--- config.mk ---
export PLATFORM = sky130hd
export DESIGN_NAME = decade_divider
export DESIGN_NICKNAME = d
export VERILOG_FILES = /design/src/rtl/decdiv_pkg.sv /design/src/rtl/decdiv_fall.sv /design/src/rtl/decdiv_quinary.sv /design/src/rtl/decdiv_force.sv /design/src/rtl/decade_divider.sv
export SDC_FILE = /design/constraint.sdc
export NUM_CORES = 1
export LEC_CHECK = 0
export BUFFER_PORTS_ARGS = -buffer_cell sky130_fd_sc_hd__clkbuf_2
export CORE_AREA = 2 2 39 41
export DETAILED_ROUTE_END_ITERATION = 8
export DIE_AREA = 0 0 41 43
export PLACE_DENSITY = 0.42
export SYNTH_ARGS = -nofsm -noshare
export SYNTH_HDL_FRONTEND = slang
export SYNTH_SLANG_ARGS = --single-unit
--- constraint.sdc ---
create_clock -name clk -period 1.7 [get_ports clk]
set_input_delay 0 -clock clk [delete_from_list [all_inputs] [get_ports clk]]
set_output_delay 0 -clock clk [all_outputs]
set_load 0.02 [all_outputs]
--- src/rtl/decdiv_pkg.sv ---
`timescale 1ns/1ps
package decdiv_pkg;

    typedef enum logic [1:0] {
        LINK_NONE      = 2'd0,
        LINK_BCD       = 2'd1,
        LINK_BIQUINARY = 2'd2
    } link_e;

    typedef enum logic [1:0] {
        FORCE_NONE = 2'd0,
        FORCE_ZERO = 2'd1,
        FORCE_NINE = 2'd2
    } force_e;

    localparam int QUIN_W = 3;
    localparam int OUT_W  = QUIN_W + 1;
    localparam logic [QUIN_W-1:0] QUIN_LAST = 3'd4;

    typedef struct packed {
        logic [QUIN_W-1:0] quin;
        logic              tog;
    } cnt_state_t;

    localparam cnt_state_t STATE_NINE = '{quin: 3'b100, tog: 1'b1};

endpackage

--- src/rtl/decdiv_fall.sv ---
`timescale 1ns/1ps
module decdiv_fall #(
    parameter int STAGES = 2
) (
    input  logic clk,
    input  logic rst_n,
    input  logic din,
    output logic fall
);
    logic [STAGES-1:0] sh_d, sh_q;

    always_comb begin
        sh_d = {sh_q[STAGES-2:0], din};
    end

    always_ff @(posedge clk) begin
        if (!rst_n) sh_q <= '0;
        else        sh_q <= sh_d;
    end

    assign fall = sh_q[STAGES-1] & ~sh_q[STAGES-2];
endmodule

--- src/rtl/decdiv_quinary.sv ---
`timescale 1ns/1ps
module decdiv_quinary
    import decdiv_pkg::*;
(
    input  logic [QUIN_W-1:0] cur,
    input  logic              adv,
    output logic [QUIN_W-1:0] nxt
);
    always_comb begin
        nxt = cur;
        if (adv) begin
            if (cur < QUIN_LAST) nxt = cur + 1'b1;
            else                 nxt = '0;   // wrap, and recovery from 5..7
        end
    end
endmodule

--- src/rtl/decdiv_force.sv ---
`timescale 1ns/1ps
module decdiv_force
    import decdiv_pkg::*;
(
    input  logic   zero_a,
    input  logic   zero_b,
    input  logic   nine_a,
    input  logic   nine_b,
    output force_e kind
);
    always_comb begin
        if (nine_a && nine_b)      kind = FORCE_NINE;
        else if (zero_a && zero_b) kind = FORCE_ZERO;
        else                       kind = FORCE_NONE;
    end
endmodule

--- src/rtl/decade_divider.sv ---
`timescale 1ns/1ps
module decade_divider
    import decdiv_pkg::*;
#(
    parameter link_e LINK_MODE   = LINK_NONE,
    parameter int    SYNC_STAGES = 2
) (
    input  logic             clk,
    input  logic             rst_n,
    input  logic             cnt_a_in,
    input  logic             cnt_b_in,
    input  logic             zero_a,
    input  logic             zero_b,
    input  logic             nine_a,
    input  logic             nine_b,
    output logic [OUT_W-1:0] q_out
);
    cnt_state_t        st_d, st_q;
    logic              src_a, src_b;
    logic              fall_a, fall_b;
    logic [QUIN_W-1:0] quin_nxt;
    force_e            fkind;

    generate
        if (LINK_MODE == LINK_BIQUINARY) begin : g_src_a_link
            assign src_a = st_q.quin[QUIN_W-1];
        end else begin : g_src_a_pin
            assign src_a = cnt_a_in;
        end
        if (LINK_MODE == LINK_BCD) begin : g_src_b_link
            assign src_b = st_q.tog;
        end else begin : g_src_b_pin
            assign src_b = cnt_b_in;
        end
    endgenerate

    decdiv_fall #(.STAGES(SYNC_STAGES)) i_fall_a (
        .clk(clk), .rst_n(rst_n), .din(src_a), .fall(fall_a)
    );
    decdiv_fall #(.STAGES(SYNC_STAGES)) i_fall_b (
        .clk(clk), .rst_n(rst_n), .din(src_b), .fall(fall_b)
    );

    decdiv_quinary i_quin (
        .cur(st_q.quin), .adv(fall_b), .nxt(quin_nxt)
    );

    decdiv_force i_force (
        .zero_a(zero_a), .zero_b(zero_b),
        .nine_a(nine_a), .nine_b(nine_b),
        .kind(fkind)
    );

    always_comb begin
        st_d = st_q;
        case (fkind)
            FORCE_NINE: st_d = STATE_NINE;
            FORCE_ZERO: st_d = '0;
            default: begin
                if (fall_a) st_d.tog = ~st_q.tog;
                st_d.quin = quin_nxt;
            end
        endcase
    end

    always_ff @(posedge clk) begin
        if (!rst_n) st_q <= '0;
        else        st_q <= st_d;
    end

    always_comb begin
        case (fkind)
            FORCE_NINE: q_out = STATE_NINE;
            FORCE_ZERO: q_out = '0;
            default:    q_out = st_q;
        endcase
    end
endmodule

==> out/results.ini <==
[run_status]
outcome=finished clean

[routing]
drt.antenna.violating_nets=0
drt-initial-drc-count=4
wire_per_inst_um=9.28
drc=0
vias_per_cell=4.35
wirelength_um=640
via_count=300
firstDrtPassIters=2

[grt]
grt.overflow.total=0
antenna_found_initial=0
grt_pass1_wl_mm=1.21
grt_max_degree=8
grt_pass1_vias=298
grt_usage_pct=10.5

[power_and_ir_drop]
p_leak_uw=0.000230
vdd_drop_max_v=0.000409
p_per_area_mw_per_mm2=871

[critical_path]
end_kind=flip-flop
worstSetupPathType=reg -> reg
startpoint_type=flip-flop
cp.arrival_ns=1.22
cp_max_fo=4
cp.required_ns=1.85

[sta]
tightest_slew_ns=0.190
clock_skew_ns=0.00470
setup_viol=0
layout_min_cycle_time_ns=1.07
rsz0062_at_grt=no
hold_viol=0
tns_ns=0
fmax_mhz=934
hold_slack_ns=0.0238
slew_viol_final=0
relSlewSlack_pct=87.3
worst_slack_ns=0.629
final.period_utilization_pct=63.0

[synth]
synth_warnings=0
muxShareOfSynthArea_pct=2.97
synth_compound_area_share_pct=5.95
netlist_area_um2=337
ys_types=15
ys_seq_area_share_pct=47.6
synthCells=37
synth_top_family_by_area=simple AND/OR/NAND/NOR gates
avgSynthCellArea_um2=9.10
synthSimpleGateAreaFrac_pct=37.2
synth_fa_ha_area_share_pct=3.72
syn-num-nets=46
synthXorXnorAreaFrac_pct=2.60
synth_seq_cells=8

[place]
port_buffers=11
post-place-ws_ns=0.637
place_area_um2=412
dp_hpwl_um=489
dp.cells=64
gp_congestion=0.664

[die]
dieWidth_um=41
coreArea_mm2=0.00138
initial_utilization_pct=24.3
dieArea_mm2=0.00176
rows=14
dieHeight_um=43
pin_count=12

[clock_network]
holdBufCountCts=2
clock_latency_ns=0.25
postCtsSetupBuffers=0
h-tree-depth=1
cts.sinks=8
cts_tree=done
clkTransAtPathRegs_ns=0.05
cts_resized=0
cts-root-buf=clkbuf_4
cts.path.max_buffers=2
numCtsBuffers=3

[layout]
fin_nets=64
num_antenna_cells=0
final_area_um2=454
fin_cells=69
syn_to_final_growth_pct=34.9
multiInputGateArea_um2=176
register_area_um2=160
fill_cells=155
drive_gt1_share_pct=28.3

[hold_path]
hold_path.class=in -> reg

[run]
drv_cap=0

-- report_power, final --
part | switching, uW | internal [uW]
clock | 63.0 | 80.7
combinational | 24.3 | 24.3
sequential | 6.23 | 197
-- cell usage after synthesis --
| master | n | area [um2] |
|---|---|---|
| xnor2_1 | 1 | 8.76 |
| nand2b_1 | 1 | 6.26 |
| nand2_1 | 7 | 26.3 |
| o21ai_1 | 1 | 5.00 |
| ha_1 | 1 | 12.5 |
| and3_1 | 2 | 12.5 |
| nor2b_2 | 1 | 8.76 |
| dfxtp_1 | 8 | 160 |
| mux2i_1 | 1 | 10.0 |
| a21oi_1 | 2 | 10.0 |
| nor2_1 | 3 | 11.3 |
| nand3_1 | 2 | 10.0 |
| and4bb_1 | 2 | 25.0 |
| o21ai_0 | 1 | 5.00 |
| and2_1 | 4 | 25.0 |
-- flip-flops by register name, summed over array words and instances (netlist names) --
| register | cells |
|---|---|
| i_fall_b.sh_q | 2 |
| st_q | 4 |
| i_fall_a.sh_q | 2 |
-- through the flow --
stage               utilization [%]  total power, uW
global placement               29.7              253
CTS                            32.8              403
global route                   32.8              419
floorplan                         -              233
finish                         32.8              395
detailed placement             29.7              253
-- placed cells by master (no fill, tap or decap), drive strengths merged --
cell type    count
o21ai            2
and4bb           2
and3             2
and2             4
mux2i            1
ha               1
dfxtp            8
nor2b            1
a21oi            2
xnor2            1
clkbuf          14
nand2            7
nor2             3
nand3            2
dlygate4sd3      2
nand2b           1
-- worst max-delay path, cell delays in order (launching register included) --
cell	delay, ns
dfxtp_1	0.33
ha_1	0.29
and4bb_1	0.19
a21oi_1	0.11
nor2_1	0.05
-- layer usage --
layer / vias to the layer above / track usage [%] / wire length, um
met5: - / 0 / 0
met4: 0 / 10.0 / 20
met3: 4 / 3.14 / 30
met2: 7 / 13.4 / 290
met1: 130 / 12.9 / 298
li1: 159 / - / -
-- logic make-up (layout without fill, tap and decap cells) --
group / count (synthesis) / in the layout
buf+inv: 0 / 16
compound gates: 4 / 4
xor+xnor: 1 / 1
flops: 8 / 8
fa+ha+maj: 1 / 1
simple gates: 22 / 22
mux: 1 / 1
-- final cells by class --
class | count | area share, %
tap | 16 | 4.41
multi-input combinational | 29 | 38.8
clock buffer | 3 | 4.96
timing repair buffer | 13 | 16.5
sequential | 8 | 35.3
-- worst paths after layout --
kind / startpoint / to / slack (ns) / cells past startpoint
worst max-delay path: st_q[1]$_SDFFE_PN0P_ / st_q[2]$_SDFFE_PN0P_ / 0.63 / 4
worst min-delay path: nine_a / st_q[3]$_SDFFE_PN0P_ / 0.02 / 3
worst max register to register: st_q[1]$_SDFFE_PN0P_ / st_q[2]$_SDFFE_PN0P_ / 0.63 / 4
worst min register to register: i_fall_a.sh_q[0]$_SDFF_PN0_ / i_fall_a.sh_q[1]$_SDFF_PN0_ / 0.47 / 1
No activity file was read; power rests on OpenSTA's default activity.
